--- config.mk ---
export PLATFORM = sky130hd
export DESIGN_NAME = status_reg_unit
export DESIGN_NICKNAME = d
export VERILOG_FILES = /design/src/rtl/sru_pkg.sv /design/src/rtl/sru_rst_sync.sv /design/src/rtl/sru_flag_slice.sv /design/src/rtl/sru_cause_bits.sv /design/src/rtl/status_reg_unit.sv
export SDC_FILE = /design/constraint.sdc
export NUM_CORES = 1
export LEC_CHECK = 0
export BUFFER_PORTS_ARGS = -buffer_cell sky130_fd_sc_hd__buf_4
export CAP_MARGIN = 20
export CORE_AREA = 4 4 41 43
export DETAILED_ROUTE_END_ITERATION = 12
export DIE_AREA = 0 0 45 47
export SYNTH_ARGS = -nofsm -noshare
export SYNTH_HDL_FRONTEND = slang
export SYNTH_SLANG_ARGS = --single-unit
--- constraint.sdc ---
create_clock -name clk -period 0.8 [get_ports clk]
set_input_delay 0 -clock clk [delete_from_list [all_inputs] [get_ports clk]]
set_output_delay 0 -clock clk [all_outputs]
set_load 0.01 [all_outputs]
--- src/rtl/sru_pkg.sv ---
package sru_pkg;
  // Bit positions are behaviour: the core decodes them when reading the byte.
  localparam int BIT_C  = 0;
  localparam int BIT_DC = 1;
  localparam int BIT_Z  = 2;
  localparam int BIT_PD = 3;
  localparam int BIT_TO = 4;
  localparam int NUM_FLAGS   = 3;
  localparam int USED_BITS   = 5;
  localparam int SYNC_STAGES = 2;

  typedef struct packed {
    logic to;
    logic pd;
  } cause_bits_t;

  localparam cause_bits_t CAUSE_RESET = '{to: 1'b1, pd: 1'b1};
  localparam logic [NUM_FLAGS-1:0] FLAGS_RESET = '0;
endpackage

--- src/rtl/sru_rst_sync.sv ---
module sru_rst_sync #(
  parameter int STAGES = sru_pkg::SYNC_STAGES
) (
  input  logic clk,
  input  logic rst_n,
  output logic rst_sync_n
);
  logic [STAGES-1:0] chain_q;

  always_ff @(posedge clk or negedge rst_n) begin
    if (!rst_n) chain_q <= '0;
    else        chain_q <= {chain_q[STAGES-2:0], 1'b1};
  end

  assign rst_sync_n = chain_q[STAGES-1];
endmodule

--- src/rtl/sru_flag_slice.sv ---
module sru_flag_slice (
  input  logic clk,
  input  logic rst_n,
  input  logic rst_val,
  input  logic wr_take,
  input  logic wr_bit,
  input  logic upd,
  input  logic upd_val,
  output logic flag_q
);
  logic flag_d;
  logic flag_en;

  // ALU result beats written data; otherwise hold.
  always_comb begin
    flag_en = upd | wr_take;
    if (upd) flag_d = upd_val;
    else     flag_d = wr_bit;
  end

  always_ff @(posedge clk or negedge rst_n) begin
    if (!rst_n)       flag_q <= rst_val;
    else if (flag_en) flag_q <= flag_d;
  end
endmodule

--- src/rtl/sru_cause_bits.sv ---
module sru_cause_bits
  import sru_pkg::*;
(
  input  logic        clk,
  input  logic        rst_n,
  input  logic        pwr_up,
  input  logic        wdt_clear,
  input  logic        sleep_enter,
  input  logic        wdt_expire,
  output cause_bits_t cause_q
);
  cause_bits_t cause_d;
  logic        cause_en;

  always_comb begin
    cause_en = pwr_up | wdt_clear | sleep_enter | wdt_expire;
    cause_d  = cause_q;
    // time-out: power-up > expiry > clear/sleep
    if (pwr_up)                      cause_d.to = 1'b1;
    else if (wdt_expire)             cause_d.to = 1'b0;
    else if (wdt_clear | sleep_enter) cause_d.to = 1'b1;
    // power-down: power-up > sleep > clear
    if (pwr_up)           cause_d.pd = 1'b1;
    else if (sleep_enter) cause_d.pd = 1'b0;
    else if (wdt_clear)   cause_d.pd = 1'b1;
  end

  always_ff @(posedge clk or negedge rst_n) begin
    if (!rst_n)        cause_q <= CAUSE_RESET;
    else if (cause_en) cause_q <= cause_d;
  end
endmodule

--- src/rtl/status_reg_unit.sv ---
module status_reg_unit
  import sru_pkg::*;
#(
  parameter int REG_W = 8
) (
  input  logic             clk,
  input  logic             rst_n,
  input  logic             wr_en,
  input  logic [REG_W-1:0] wr_data,
  input  logic             z_upd,
  input  logic             z_val,
  input  logic             dc_upd,
  input  logic             dc_val,
  input  logic             c_upd,
  input  logic             c_val,
  input  logic             pwr_up,
  input  logic             wdt_clear,
  input  logic             sleep_enter,
  input  logic             wdt_expire,
  output logic [REG_W-1:0] status_q
);
  localparam int PAD_W = REG_W - USED_BITS;

  logic                 rst_sync_n;
  logic [NUM_FLAGS-1:0] upd_vec;
  logic [NUM_FLAGS-1:0] val_vec;
  logic [NUM_FLAGS-1:0] flags_q;
  logic                 wr_take;
  cause_bits_t          cause_q;

  sru_rst_sync #(.STAGES(SYNC_STAGES)) u_sync (
    .clk        (clk),
    .rst_n      (rst_n),
    .rst_sync_n (rst_sync_n)
  );

  always_comb begin
    upd_vec           = '0;
    val_vec           = '0;
    upd_vec[BIT_C]    = c_upd;
    upd_vec[BIT_DC]   = dc_upd;
    upd_vec[BIT_Z]    = z_upd;
    val_vec[BIT_C]    = c_val;
    val_vec[BIT_DC]   = dc_val;
    val_vec[BIT_Z]    = z_val;
    // Any flag-affecting instruction disables the write to all three flags.
    wr_take           = wr_en & ~(|upd_vec);
  end

  for (genvar gi = 0; gi < NUM_FLAGS; gi++) begin : g_flag
    sru_flag_slice u_slice (
      .clk     (clk),
      .rst_n   (rst_sync_n),
      .rst_val (FLAGS_RESET[gi]),
      .wr_take (wr_take),
      .wr_bit  (wr_data[gi]),
      .upd     (upd_vec[gi]),
      .upd_val (val_vec[gi]),
      .flag_q  (flags_q[gi])
    );
  end

  sru_cause_bits u_cause (
    .clk         (clk),
    .rst_n       (rst_sync_n),
    .pwr_up      (pwr_up),
    .wdt_clear   (wdt_clear),
    .sleep_enter (sleep_enter),
    .wdt_expire  (wdt_expire),
    .cause_q     (cause_q)
  );

  if (PAD_W > 0) begin : g_pad
    assign status_q = {{PAD_W{1'b0}}, cause_q.to, cause_q.pd, flags_q};
  end else begin : g_nopad
    assign status_q = {cause_q.to, cause_q.pd, flags_q};
  end
endmodule

Word level (Yosys, flattened, before mapping) --
Cells that the tools add are included.
Storage, ports and cells: bits in registers 7, bits in latches 0, memory bits (writable) 0, bits in read-only memories 0, bits of input ports 21, output and inout bits 8, logic and storage cells 29, memories kept 0
Operators by class: $add $sub $neg 0, multiply operators 0, div/mod/pow operators 0, $lt $le $gt $ge 0, equality and inequality tests 0, shift operators 0, multiplexer cells 9, bitwise logic cells 9, reductions and logical operators 5
Operators by type and width (number):
- $mux W1 | 9
- $or A1 B1 Y1 | 7
- $reduce_bool A3 Y1 | 2
- $reduce_and A2 Y1 | 2
- $reduce_or A3 Y1 | 1
- $and A1 B1 Y1 | 1
- $not A1 Y1 | 1

Longest topological paths before layout --
word-level depth 4, depth in mapped cells 2, depth with buffers taken out 2

Worst setup path after synthesis --
OpenSTA, ideal clock, no wires.
kind reg-to-reg, start point register, netlist name u_cause.cause_q[1], end point register, netlist name u_cause.cause_q[1], setup time 73 ps, arrival 685 ps, data required time 727 ps, slack 41 ps, stages on the path, launching flop included 3, buffers on the path 0, period minus slack after synthesis 759 ps, cell sequence dfstp_2 > nor3_1 > o21bai_1

Worst setup path in the final report --
start point register, netlist name u_cause.cause_q[0], end point output port status_q[3]
RTL lines:
- end: declaration | line status_reg_unit.sv:20 | output logic [REG_W-1:0] status_q
No word-level cell between the ends.

==> results.json <==
{
  "peakVddDrop_mv": 1.30,
  "post-place-cells": 62,
  "synth_top_cells_by_count": "6 x buf_4, 6 x mux2i_1, 5 x dfrtp_1, 3 x a21oi_1",
  "rows": 13,
  "clk_pin_slew_ns": 0.05,
  "gr-usage-all-layers_pct": 8.46,
  "firstDrtPassIters": 1,
  "crit_chain": "buf_6",
  "cap_viol_max_count": 0,
  "first_global_vias": 321,
  "rsz0062_at_grt": "true",
  "powerDensity_nw_per_um2": 1600,
  "crit_buf_inv": 1,
  "portBuffers": 20,
  "fmax_ghz": 1.13,
  "vias": 288,
  "status": "finished with violations",
  "wl_per_cell_microns": 11.1,
  "path_max_fanout": 2,
  "violations": "negative setup slack",
  "clockRootBuffer": "clkbuf_4",
  "vias_per_cell": 4.11,
  "netlist_top_cells_area": "dfrtp_1 35%, mux2i_1 17%, dfstp_2 15%",
  "ys_seq_area_share_pct": 50.4,
  "critPathLaunchType": "register",
  "pin_count": 29,
  "grt_max_degree": 6,
  "ys_ff_latch": 7,
  "drcViolationCount": 0,
  "synth_edf_count": 0,
  "yosys_warnings": 0,
  "instances_no_fill": 70,
  "die_width_microns": 45,
  "clock_path_buffers": 2,
  "arrival_ns": 0.88,
  "yosysTopAreaCell": "dfrtp_1",
  "diodes": 0,
  "layout-drive-gt1-share_pct": 50.9,
  "htree_levels": 1,
  "post-cts-setup-buffers": 0,
  "cts_buffers": 3,
  "fin_crit_sh_pct": 110,
  "place_congestion": 0.695,
  "cp_slowest_cell": "dfstp_2",
  "report.final.setup_viol": 2,
  "p_sw_mw": 0.218,
  "setup_ws_ns": -0.0838,
  "p_int_mw": 0.712,
  "core_sq_um": 1300,
  "clkSinkCount": 7,
  "ys_types": 10,
  "antenna_found_initial": 0,
  "grt_pass1_wl_microns": 1230,
  "postSynth.asyncResetShare_pct": 100,
  "p_clk_share_pct": 33.8,
  "die_h_microns": 47,
  "finalClockSkew_ns": 0.00489,
  "drt_wl_total_microns": 775,
  "die-area_sq_um": 2120,
  "insertion_delay_ns": 0.25,
  "leakage_nw": 0.281,
  "worstHoldPathType": "in -> reg",
  "required_ns": 0.80,
  "initial_core_util_pct": 27.1,
  "syn-instance-count": 29,
  "critical_path_class": "reg -> out",
  "cp-end-kind": "primary output",
  "hold_violations": 0,
  "syn_area_per_cell_sq_um": 12.2,
  "ant_nets": 0,
  "ys.flop_type": "dfrtp_1",
  "synth_top_area_share_pct": 35.5,
  "drv_slew": 0,
  "combinationalPowerShare_pct": 22.1,
  "swShare_pct": 23.4,
  "tritoncts": "built",
  "finalCriticalPeriod_ns": 0.884,
  "final_nets": 77,
  "dp_slack_ns": -0.0465,
  "critPathMaxStageDelay_ns": 0.54,
  "drtIter0Drc": 0,
  "power.share.sequential_pct": 44.1,
  "gr-total-overflow": 0,
  "synth.cell_area_sq_um": 353,
  "cpLargestDelayFamily": "flip-flops",
  "area_delta_synth_final_pct": 64.5
}
## area by class of cell
class	instances	area, sq um
Clock buffer	4	26.3
Fill cell	132	721
Multi-Input combinational cell	18	138
Sequential cell	7	178
Tap cell	15	18.8
Timing Repair Buffer	26	220
## placed cells by master (no fill, tap or decap)
| master | synthesis | routed |
|---|---|---|
| buf_6 | 0 | 4 |
| o21bai_1 | 2 | 2 |
| nor3_1 | 1 | 1 |
| dfstp_2 | 2 | 2 |
| dlygate4sd3_1 | 0 | 4 |
| nor4b_4 | 1 | 1 |
| a21oi_1 | 3 | 3 |
| nor2_1 | 1 | 1 |
| conb_1 | 2 | 4 |
| clkbuf_4 | 0 | 3 |
| dfrtp_1 | 5 | 5 |
| clkbuf_1 | 0 | 1 |
| buf_4 | 6 | 18 |
| mux2i_1 | 6 | 6 |
## repair_timing
action,in CTS,in global routing
hold buffers,4,0
resized for setup,2,2
endpoints found under the hold margin,4,0
pin swaps,0,2
setup endpoints to repair,2,6
## power by group through the flow
stage,clock network [mW],logic (mW),registers [mW]
final,0.314,0.206,0.410
after global routing,0.359,0.225,0.414
after CTS,0.331,0.201,0.408
after detailed placement,0,0.181,0.413
after global placement,0,0.178,0.412
after floorplan,0,0.0931,0.412
## per-stage QoR
stage	setup TNS [ns]	util [%]	total power, mW	hold slack [ns]	cell area [sq um]
2_1_floorplan	0	-	0.505	-0.296	360
3_3_place_gp	-0.0722	38.4	0.590	-0.217	499
3_5_place_dp	-0.109	38.4	0.594	-0.216	499
4_1_cts	-0.184	44.0	0.940	0.0106	573
5_1_grt	-0.271	44.6	0.998	0.0370	581
6_report	-0.158	44.6	0.930	0.0199	581
## per-layer routing
layer | GRT usage [%] | vias up | part of all wire (%)
met2 | 16.4 | 14 | 55
met3 | 4.98 | 0 | 12
met4 | 1.75 | 0 | 0
met1 | 7.49 | 133 | 32
li1 | - | 141 | -
met5 | 0 | - | 0
## state kept, by name, indices dropped and copies added (netlist names)
signal	cells
u_sync.chain_q	2
g_flag.u_slice.flag_q	3
u_cause.cause_q	2
## worst paths after layout
path / endpoint / depth (start not counted) / slack, ns / start
max: status_q[3] / 1 / -0.08 / u_cause.cause_q[0]
min: g_flag[2].u_slice.flag_q / 3 / 0.02 / wr_data[2]
max reg2reg: u_cause.cause_q[0] / 2 / 0.02 / u_cause.cause_q[0]
min reg2reg: g_flag[2].u_slice.flag_q / 0 / 0.07 / u_sync.chain_q[1]
max in group asynchronous: u_cause.cause_q[1] / 0 / 0.49 / u_sync.chain_q[1]
min in group asynchronous: g_flag[2].u_slice.flag_q / 0 / 0.07 / u_sync.chain_q[1]
## cells by family after synthesis
family,count (synthesis),synth area share [%]
flip-flops,7,50.4
multiplexers,6,17.0
buffers and inverters,6,12.8
AO/OA/AOI/OAI,5,8.51
AND/OR/NAND/NOR,3,9.22
other,2,2.13
Power figures use the tool's default switching activity.
